==> config.mk <==
export PLATFORM = sky130hd
export DESIGN_NAME = mskadd_vec_top
export DESIGN_NICKNAME = d
export VERILOG_FILES = /design/src/rtl/mskadd_pkg.sv /design/src/rtl/mskadd_and_gadget.sv /design/src/rtl/mskadd_gp_stage.sv /design/src/rtl/mskadd_pfx_level.sv /design/src/rtl/mskadd_pipe.sv /design/src/rtl/mskadd_feeder.sv /design/src/rtl/mskadd_collect.sv /design/src/rtl/mskadd_vec_top.sv
export SDC_FILE = /design/constraint.sdc
export NUM_CORES = 2
export LEC_CHECK = 0
export BUFFER_PORTS_ARGS = -buffer_cell sky130_fd_sc_hd__clkbuf_2
export CORE_AREA = 8 8 676 678
export CTS_BUF_LIST = sky130_fd_sc_hd__clkbuf_8
export CTS_CLUSTER_DIAMETER = 150
export DETAILED_ROUTE_END_ITERATION = 10
export DIE_AREA = 0 0 684 686
export SLEW_MARGIN = 20
export SYNTH_ARGS = -nofsm -noshare
export SYNTH_HDL_FRONTEND = slang
export SYNTH_SLANG_ARGS = --single-unit
==> constraint.sdc <==
create_clock -name clk -period 52.6 [get_ports clk]
set_input_delay 5.26 -clock clk [delete_from_list [all_inputs] [get_ports clk]]
set_output_delay 5.26 -clock clk [all_outputs]
set_load 0.03 [all_outputs]
==> src/rtl/mskadd_pkg.sv <==
`timescale 1ns/1ps
package mskadd_pkg;
    localparam int unsigned EW       = 32;
    localparam int unsigned LANES    = 8;
    localparam int unsigned VW       = EW * LANES;
    localparam int unsigned LVLS     = $clog2(EW);
    localparam int unsigned STAGES   = LVLS + 1;
    localparam int unsigned RND_W    = STAGES * EW;
    localparam int unsigned LANE_IW  = (LANES > 1) ? $clog2(LANES) : 1;

    typedef logic [EW-1:0] word_t;

    typedef struct packed {
        word_t sh0;
        word_t sh1;
    } shword_t;

    typedef struct packed {
        logic    vld;
        shword_t g;     // group generate, shared
        shword_t p;     // group propagate, shared
        shword_t prop;  // per-bit propagate kept for the final sum
    } pfx_t;

    // Bit i merges at level lvl when bit (lvl-1) of i is set.
    function automatic bit pfx_upper(input int unsigned i, input int unsigned lvl);
        return ((i >> (lvl - 1)) & 1) == 1;
    endfunction

    // Highest bit of the lower half of the block that holds bit i.
    function automatic int unsigned pfx_src(input int unsigned i, input int unsigned lvl);
        return ((i >> lvl) << lvl) + (1 << (lvl - 1)) - 1;
    endfunction

    // Compact index of a merging bit, used to pick its random bits.
    function automatic int unsigned pfx_slot(input int unsigned i, input int unsigned lvl);
        return ((i >> lvl) << (lvl - 1)) + (i & ((1 << (lvl - 1)) - 1));
    endfunction
endpackage

==> src/rtl/mskadd_and_gadget.sv <==
`timescale 1ns/1ps
module mskadd_and_gadget #(
    parameter int unsigned W = 1
) (
    input  logic         clk,
    input  logic [W-1:0] x0,
    input  logic [W-1:0] x1,
    input  logic [W-1:0] y0,
    input  logic [W-1:0] y1,
    input  logic [W-1:0] r,
    output logic [W-1:0] z0,
    output logic [W-1:0] z1
);
    logic [W-1:0] in0_q, cr0_q, in1_q, cr1_q;

    // Cross-domain products are blinded by r and registered before any XOR.
    always_ff @(posedge clk) begin
        in0_q <= x0 & y0;
        cr0_q <= (x0 & y1) ^ r;
        in1_q <= x1 & y1;
        cr1_q <= (x1 & y0) ^ r;
    end

    assign z0 = in0_q ^ cr0_q;
    assign z1 = in1_q ^ cr1_q;
endmodule

==> src/rtl/mskadd_gp_stage.sv <==
`timescale 1ns/1ps
module mskadd_gp_stage
    import mskadd_pkg::*;
(
    input  logic    clk,
    input  logic    rst,
    input  logic    in_vld,
    input  shword_t a,
    input  shword_t b,
    input  word_t   rnd,
    output pfx_t    q
);
    word_t g0, g1, p0_q, p1_q;
    logic  vld_q;

    mskadd_and_gadget #(.W(EW)) u_gen (
        .clk(clk), .x0(a.sh0), .x1(a.sh1), .y0(b.sh0), .y1(b.sh1),
        .r(rnd), .z0(g0), .z1(g1)
    );

    always_ff @(posedge clk) begin
        p0_q <= a.sh0 ^ b.sh0;
        p1_q <= a.sh1 ^ b.sh1;
    end

    always_ff @(posedge clk) begin
        if (rst) vld_q <= 1'b0;
        else     vld_q <= in_vld;
    end

    always_comb begin
        q.vld      = vld_q;
        q.g.sh0    = g0;
        q.g.sh1    = g1;
        q.p.sh0    = p0_q;
        q.p.sh1    = p1_q;
        q.prop.sh0 = p0_q;
        q.prop.sh1 = p1_q;
    end
endmodule

==> src/rtl/mskadd_pfx_level.sv <==
`timescale 1ns/1ps
module mskadd_pfx_level
    import mskadd_pkg::*;
#(
    parameter int unsigned LVL = 1
) (
    input  logic  clk,
    input  logic  rst,
    input  pfx_t  d,
    input  word_t rnd,
    output pfx_t  q
);
    word_t g0_n, g1_n, p0_n, p1_n, pr0_q, pr1_q;
    logic  vld_q;

    for (genvar i = 0; i < EW; i++) begin : g_bit
        if (pfx_upper(i, LVL)) begin : g_merge
            localparam int unsigned SRC  = pfx_src(i, LVL);
            localparam int unsigned SLOT = pfx_slot(i, LVL);
            logic gh0, gh1, zg0, zg1, zp0, zp1;

            always_ff @(posedge clk) begin
                gh0 <= d.g.sh0[i];
                gh1 <= d.g.sh1[i];
            end

            mskadd_and_gadget #(.W(1)) u_gand (
                .clk(clk), .x0(d.p.sh0[i]), .x1(d.p.sh1[i]),
                .y0(d.g.sh0[SRC]), .y1(d.g.sh1[SRC]),
                .r(rnd[2*SLOT]), .z0(zg0), .z1(zg1)
            );
            mskadd_and_gadget #(.W(1)) u_pand (
                .clk(clk), .x0(d.p.sh0[i]), .x1(d.p.sh1[i]),
                .y0(d.p.sh0[SRC]), .y1(d.p.sh1[SRC]),
                .r(rnd[2*SLOT+1]), .z0(zp0), .z1(zp1)
            );

            // Generate and propagate of a group never overlap, so OR is XOR.
            assign g0_n[i] = gh0 ^ zg0;
            assign g1_n[i] = gh1 ^ zg1;
            assign p0_n[i] = zp0;
            assign p1_n[i] = zp1;
        end else begin : g_pass
            logic gq0, gq1, pq0, pq1;
            always_ff @(posedge clk) begin
                gq0 <= d.g.sh0[i];
                gq1 <= d.g.sh1[i];
                pq0 <= d.p.sh0[i];
                pq1 <= d.p.sh1[i];
            end
            assign g0_n[i] = gq0;
            assign g1_n[i] = gq1;
            assign p0_n[i] = pq0;
            assign p1_n[i] = pq1;
        end
    end

    always_ff @(posedge clk) begin
        pr0_q <= d.prop.sh0;
        pr1_q <= d.prop.sh1;
    end

    always_ff @(posedge clk) begin
        if (rst) vld_q <= 1'b0;
        else     vld_q <= d.vld;
    end

    always_comb begin
        q.vld      = vld_q;
        q.g.sh0    = g0_n;
        q.g.sh1    = g1_n;
        q.p.sh0    = p0_n;
        q.p.sh1    = p1_n;
        q.prop.sh0 = pr0_q;
        q.prop.sh1 = pr1_q;
    end
endmodule

==> src/rtl/mskadd_pipe.sv <==
`timescale 1ns/1ps
module mskadd_pipe
    import mskadd_pkg::*;
(
    input  logic             clk,
    input  logic             rst,
    input  logic             in_vld,
    input  shword_t          a,
    input  shword_t          b,
    input  logic [RND_W-1:0] rnd,
    output logic             out_vld,
    output shword_t          sum
);
    pfx_t st [STAGES];

    mskadd_gp_stage u_gp (
        .clk(clk), .rst(rst), .in_vld(in_vld), .a(a), .b(b),
        .rnd(rnd[EW-1:0]), .q(st[0])
    );

    for (genvar l = 1; l <= LVLS; l++) begin : g_lvl
        mskadd_pfx_level #(.LVL(l)) u_lvl (
            .clk(clk), .rst(rst), .d(st[l-1]),
            .rnd(rnd[l*EW +: EW]), .q(st[l])
        );
    end

    // Carry into bit i is the group generate of bits i-1..0, same share.
    assign out_vld = st[LVLS].vld;
    assign sum.sh0 = st[LVLS].prop.sh0 ^ {st[LVLS].g.sh0[EW-2:0], 1'b0};
    assign sum.sh1 = st[LVLS].prop.sh1 ^ {st[LVLS].g.sh1[EW-2:0], 1'b0};

    // Terms the last level forms but the sum does not need, kept per share.
    logic [EW:0] unused_tail_sh0, unused_tail_sh1;
    assign unused_tail_sh0 = {st[LVLS].p.sh0, st[LVLS].g.sh0[EW-1]};
    assign unused_tail_sh1 = {st[LVLS].p.sh1, st[LVLS].g.sh1[EW-1]};
endmodule

==> src/rtl/mskadd_feeder.sv <==
`timescale 1ns/1ps
module mskadd_feeder
    import mskadd_pkg::*;
(
    input  logic          clk,
    input  logic          rst,
    input  logic          start,
    input  logic          finish,
    input  logic [VW-1:0] a0,
    input  logic [VW-1:0] a1,
    input  logic [VW-1:0] b0,
    input  logic [VW-1:0] b1,
    output logic          busy,
    output logic          elem_vld,
    output shword_t       ea,
    output shword_t       eb
);
    localparam int unsigned HW = VW - EW;

    logic [HW-1:0]      la0, la1, lb0, lb1;
    logic [LANE_IW-1:0] cnt_q;
    logic               iss_q, busy_q, launch;

    assign launch   = start & ~busy_q;
    assign busy     = busy_q;
    assign elem_vld = launch | iss_q;

    // Lane 0 bypasses the holding registers; later lanes come from their low word.
    always_comb begin
        if (launch) begin
            ea.sh0 = a0[EW-1:0];
            ea.sh1 = a1[EW-1:0];
            eb.sh0 = b0[EW-1:0];
            eb.sh1 = b1[EW-1:0];
        end else begin
            ea.sh0 = la0[EW-1:0];
            ea.sh1 = la1[EW-1:0];
            eb.sh0 = lb0[EW-1:0];
            eb.sh1 = lb1[EW-1:0];
        end
    end

    always_ff @(posedge clk) begin
        if (launch) begin
            la0 <= a0[VW-1:EW];
            la1 <= a1[VW-1:EW];
            lb0 <= b0[VW-1:EW];
            lb1 <= b1[VW-1:EW];
        end else if (iss_q) begin
            la0 <= la0 >> EW;
            la1 <= la1 >> EW;
            lb0 <= lb0 >> EW;
            lb1 <= lb1 >> EW;
        end
    end

    always_ff @(posedge clk) begin
        if (rst) begin
            busy_q <= 1'b0;
            iss_q  <= 1'b0;
            cnt_q  <= '0;
        end else begin
            if (launch)      busy_q <= 1'b1;
            else if (finish) busy_q <= 1'b0;
            if (launch) begin
                iss_q <= (LANES > 1);
                cnt_q <= LANE_IW'(1);
            end else if (iss_q) begin
                if (cnt_q == LANE_IW'(LANES - 1)) iss_q <= 1'b0;
                cnt_q <= cnt_q + 1'b1;
            end
        end
    end
endmodule

==> src/rtl/mskadd_collect.sv <==
`timescale 1ns/1ps
module mskadd_collect
    import mskadd_pkg::*;
(
    input  logic          clk,
    input  logic          rst,
    input  logic          in_vld,
    input  shword_t       sum,
    output logic          last,
    output logic [VW-1:0] s0,
    output logic [VW-1:0] s1
);
    logic [LANE_IW-1:0] cnt_q;
    logic [VW-1:0]      s0_q, s1_q;

    assign last = in_vld & (cnt_q == LANE_IW'(LANES - 1));
    assign s0   = s0_q;
    assign s1   = s1_q;

    always_ff @(posedge clk) begin
        if (rst) begin
            cnt_q <= '0;
            s0_q  <= '0;
            s1_q  <= '0;
        end else if (in_vld) begin
            s0_q[cnt_q*EW +: EW] <= sum.sh0;
            s1_q[cnt_q*EW +: EW] <= sum.sh1;
            cnt_q <= last ? '0 : cnt_q + 1'b1;
        end
    end
endmodule

==> src/rtl/mskadd_vec_top.sv <==
`timescale 1ns/1ps
module mskadd_vec_top
    import mskadd_pkg::*;
(
    input  logic             clk,
    input  logic             rst,
    input  logic             start,
    input  logic [VW-1:0]    a_sh0,
    input  logic [VW-1:0]    a_sh1,
    input  logic [VW-1:0]    b_sh0,
    input  logic [VW-1:0]    b_sh1,
    input  logic [RND_W-1:0] rnd,
    output logic             busy,
    output logic             done,
    output logic [VW-1:0]    sum_sh0,
    output logic [VW-1:0]    sum_sh1
);
    logic    elem_in_vld, elem_out_vld, fin, done_q;
    shword_t ea, eb, esum;

    mskadd_feeder u_feed (
        .clk(clk), .rst(rst), .start(start), .finish(fin),
        .a0(a_sh0), .a1(a_sh1), .b0(b_sh0), .b1(b_sh1),
        .busy(busy), .elem_vld(elem_in_vld), .ea(ea), .eb(eb)
    );

    mskadd_pipe u_pipe (
        .clk(clk), .rst(rst), .in_vld(elem_in_vld), .a(ea), .b(eb),
        .rnd(rnd), .out_vld(elem_out_vld), .sum(esum)
    );

    mskadd_collect u_coll (
        .clk(clk), .rst(rst), .in_vld(elem_out_vld), .sum(esum),
        .last(fin), .s0(sum_sh0), .s1(sum_sh1)
    );

    always_ff @(posedge clk) begin
        if (rst) done_q <= 1'b0;
        else     done_q <= fin;
    end
    assign done = done_q;
endmodule

==> impl_metrics.py <==
metrics = {
    "grt": {
        "track_usage": 0.169,
        "grt_max_degree": 208,
        "grt_pass1_wl_mm": 552,
        "grt_pass1_vias": 66296,
        "gr-total-overflow": 0,
        "antenna_found_initial": 286,
    },
    "worst_setup_path": {
        "critPathMaxFanout": 76,
        "critPathArrivalTime_ps": 9590,
        "crit_top_cell": "buf_4",
        "path_class": "input port to flip-flop",
        "reg2reg_to": "u_feed.lb0[163]$_DFFE_PP_",
        "cp-start-kind": "input port",
        "critPathMaxStageDelay_ps": 870,
        "crit_start": "start",
        "rr_worst_depth": 6,
        "endpoint": "u_feed.lb0[163]$_DFFE_PP_",
        "slowest_stage": "buf_4",
        "reg2reg_from": "u_feed.busy$_SDFFE_PP0P_",
        "crit_path_cell_trace": "clkbuf_2, nand2b_4, nand2b_4, buf_4, buf_4, buf_4, buf_4",
        "regToRegSetupSlack_ps": 47470,
        "worstPathRequired_ps": 53300,
        "worstSetupEndpointType": "flip-flop",
    },
    "cts": {
        "clkLatencyLatePin_ps": 1160,
        "clock-sinks": 2767,
        "cts_buffer_depth": 4,
        "numCtsBuffers": 461,
        "postCtsSetupBuffers": 0,
        "cts-root-buf": "clkbuf_8",
        "cts_resized": 0,
        "path_clk_slew_ps": 60,
        "cts_tree": "built",
        "hold_buffers": 0,
        "htreeDepth": 5,
    },
    "yosys": {
        "yosys-top-cells-area": "dfxtp_1 (39%), edfxtp_1 (28%), nand2_1 (13%)",
        "syn-num-nets": 10234,
        "synth_flop_cell": "dfxtp_1",
        "synth_seq_area_share": 0.675,
        "synth_top_cell_by_area": "dfxtp_1",
        "async_flop_share": 0,
        "synth-edff-count": 896,
        "netlist_area_um2": 95300,
        "ys_warn_count": 0,
        "syn_area_per_cell_um2": 10.7,
        "synth_top_area_frac": 0.393,
        "ys_ff_latch": 2767,
        "synthCells": 8946,
        "ys_types": 37,
    },
    "detailed_routing": {
        "drc": 0,
        "avgViaCountPerCell": 3.99,
        "vias": 68620,
        "drt_wl_total_mm": 417,
        "ant_nets": 0,
        "drt_iter0_drc": 5288,
        "wl_per_cell_um": 24.3,
        "firstDrtPassIters": 5,
    },
    "placed_design": {
        "port_buffers": 1691,
        "dp_cells": 16246,
        "dp_hpwl_mm": 333,
        "gp_congestion": 0.924,
        "place_ws_ps": 42460,
    },
    "die": {
        "die_y_um": 686,
        "ios": 1733,
        "rows": 246,
        "start_util": 0.213,
        "fp.dieArea_um2": 469000,
        "core_um2": 447000,
        "die_w_um": 684,
    },
    "final_layout": {
        "multiInputGateArea_um2": 29600,
        "drive_gt1_frac": 0.225,
        "synthToLayoutAreaGrowth_pct": 26.5,
        "final_cell_mix": "nand2_1 (3,178), dfxtp_1 (1,871), clkbuf_2 (1,690), edfxtp_1 (896), xnor2_1 (568)",
        "layout_commonest_cell": "nand2_1",
        "fillerInstances": 47323,
        "final_net_count": 12045,
        "final_util": 0.270,
        "fin_cells": 17188,
        "seqCellArea_um2": 64400,
    },
    "timing": {
        "rsz0062_at_grt": "no",
        "min_period_ps": 8890,
        "tightestPinTransition_ps": 1140,
        "fin_crit_sh": 0.169,
        "fin_setup_tns_ps": 0,
        "slew_headroom": 0.240,
        "hold_viol": 0,
        "fin_ws_ps": 43710,
        "clock_skew_ps": 123,
        "setup_viol": 0,
        "drv_slew": 0,
        "fin_hold_ws_ps": 254,
        "fmax_mhz": 112,
    },
    "run_status": {
        "outcome": "finished clean",
    },
    "power_and_ir_drop": {
        "vdd_drop_max_v": 0.0000419,
        "pwr_density_cell_nw_per_um2": 52.8,
        "power.leakage_nw": 52.1,
    },
    "hold_path": {
        "hp-class": "flip-flop to flip-flop",
    },
    "job": {
        "cap_violations": 0,
    },
}
## state kept, by name, indices dropped and copies added (netlist names), 75 cells and up
name,flops
u_coll.s0,256
u_coll.s1,256
u_feed.la0,224
u_feed.la1,224
u_feed.lb0,224
u_feed.lb1,224
u_pipe.g_lvl.u_lvl.g_bit.g_merge.gh0,75
u_pipe.g_lvl.u_lvl.g_bit.g_merge.gh1,75
u_pipe.g_lvl.u_lvl.g_bit.g_merge.u_gand.cr0_q,75
u_pipe.g_lvl.u_lvl.g_bit.g_merge.u_gand.cr1_q,75
u_pipe.g_lvl.u_lvl.g_bit.g_merge.u_gand.in0_q,75
u_pipe.g_lvl.u_lvl.g_bit.g_merge.u_gand.in1_q,75
u_pipe.g_lvl.u_lvl.g_bit.g_pass.gq0,80
u_pipe.g_lvl.u_lvl.g_bit.g_pass.gq1,80
u_pipe.g_lvl.u_lvl.pr0_q,160
u_pipe.g_lvl.u_lvl.pr1_q,160
## stage by stage
step                      cell area (um2)  power [W]
final                              121000    0.00637
after global routing               120000    0.00672
after CTS                          120000    0.00651
after detailed placement           111000    0.00452
after global placement             111000    0.00448
after floorplan                     95300    0.00379
## cell families (layout without fill, tap and decap cells)
group	count (synthesis)	after routing	synth area share
AO/OA/AOI/OAI	580	580	0.0341
XOR/XNOR	821	821	0.0754
adder cells (fa/ha/maj)	69	69	0.00906
buffers and inverters	507	2687	0.0204
flip-flops	2767	2767	0.675
multiplexers	4	4	0.000420
other	0	110	0
AND/OR/NAND/NOR	4198	4198	0.185
## final cells by class
type,instances,area share
Sequential cell,2767,0.534
Multi-Input combinational cell,5672,0.245
Timing Repair Buffer,1773,0.0758
Tap cell,5952,0.0618
Clock buffer,537,0.0613
Clock inverter,295,0.0171
Inverter,82,0.00255
Antenna cell,110,0.00228
## cells in the mapped netlist, types with 30 or more instances
library cell	number
nand2_1	3180
xnor2_1	617
nor2_1	361
o21ai_0	182
dfxtp_1	1871
buf_1	34
a21oi_1	244
inv_1	76
and2_1	284
a31oi_1	62
and3_1	63
xor2_1	204
o32ai_1	30
nand3b_1	183
clkbuf_1	377
ha_1	69
nor4_1	46
edfxtp_1	896
or3_1	38
a211oi_1	62
## worst min-delay path by stage
stage	startpoint	to	slack, ps	depth (start not counted)
floorplan	u_pipe.u_gp.p0_q[0]$_DFF_P_	u_pipe.g_lvl[1].u_lvl.pr0_q[0]$_DFF_P_	310	0
global placement	u_pipe.g_lvl[3].u_lvl.pr1_q[19]$_DFF_P_	u_pipe.g_lvl[4].u_lvl.pr1_q[19]$_DFF_P_	310	0
detailed placement	u_pipe.g_lvl[1].u_lvl.g_bit[12].g_pass.gq1$_DFF_P_	u_pipe.g_lvl[2].u_lvl.g_bit[12].g_pass.gq1$_DFF_P_	310	0
CTS	u_pipe.g_lvl[2].u_lvl.pr0_q[11]$_DFF_P_	u_pipe.g_lvl[3].u_lvl.pr0_q[11]$_DFF_P_	210	0
global route	u_pipe.g_lvl[2].u_lvl.pr0_q[11]$_DFF_P_	u_pipe.g_lvl[3].u_lvl.pr0_q[11]$_DFF_P_	240	0
finish	u_pipe.g_lvl[2].u_lvl.pr0_q[11]$_DFF_P_	u_pipe.g_lvl[3].u_lvl.pr0_q[11]$_DFF_P_	250	0
## where the power goes
| part | switching [W] | internal, W |
|---|---|---|
| clock network | 0.000920 | 0.00104 |
| registers | 0.000222 | 0.00274 |
| logic | 0.000952 | 0.000504 |
| total | 0.00209 | 0.00428 |
## critical path, delay by kind of cell
| kind | cells | cell delay (ps) |
|---|---|---|
| buf+inv | 5 | 2990 |
| simple gates | 2 | 1060 |
## routing by layer
metal,part of all wire,GRT usage,vias up
met3,0.070,0.0450,842
li1,-,-,32743
met5,0.00083,0,-
met4,0.048,0.0799,56
met2,0.49,0.290,2774
met1,0.40,0.197,32205
Power figures use the tool's default switching activity.
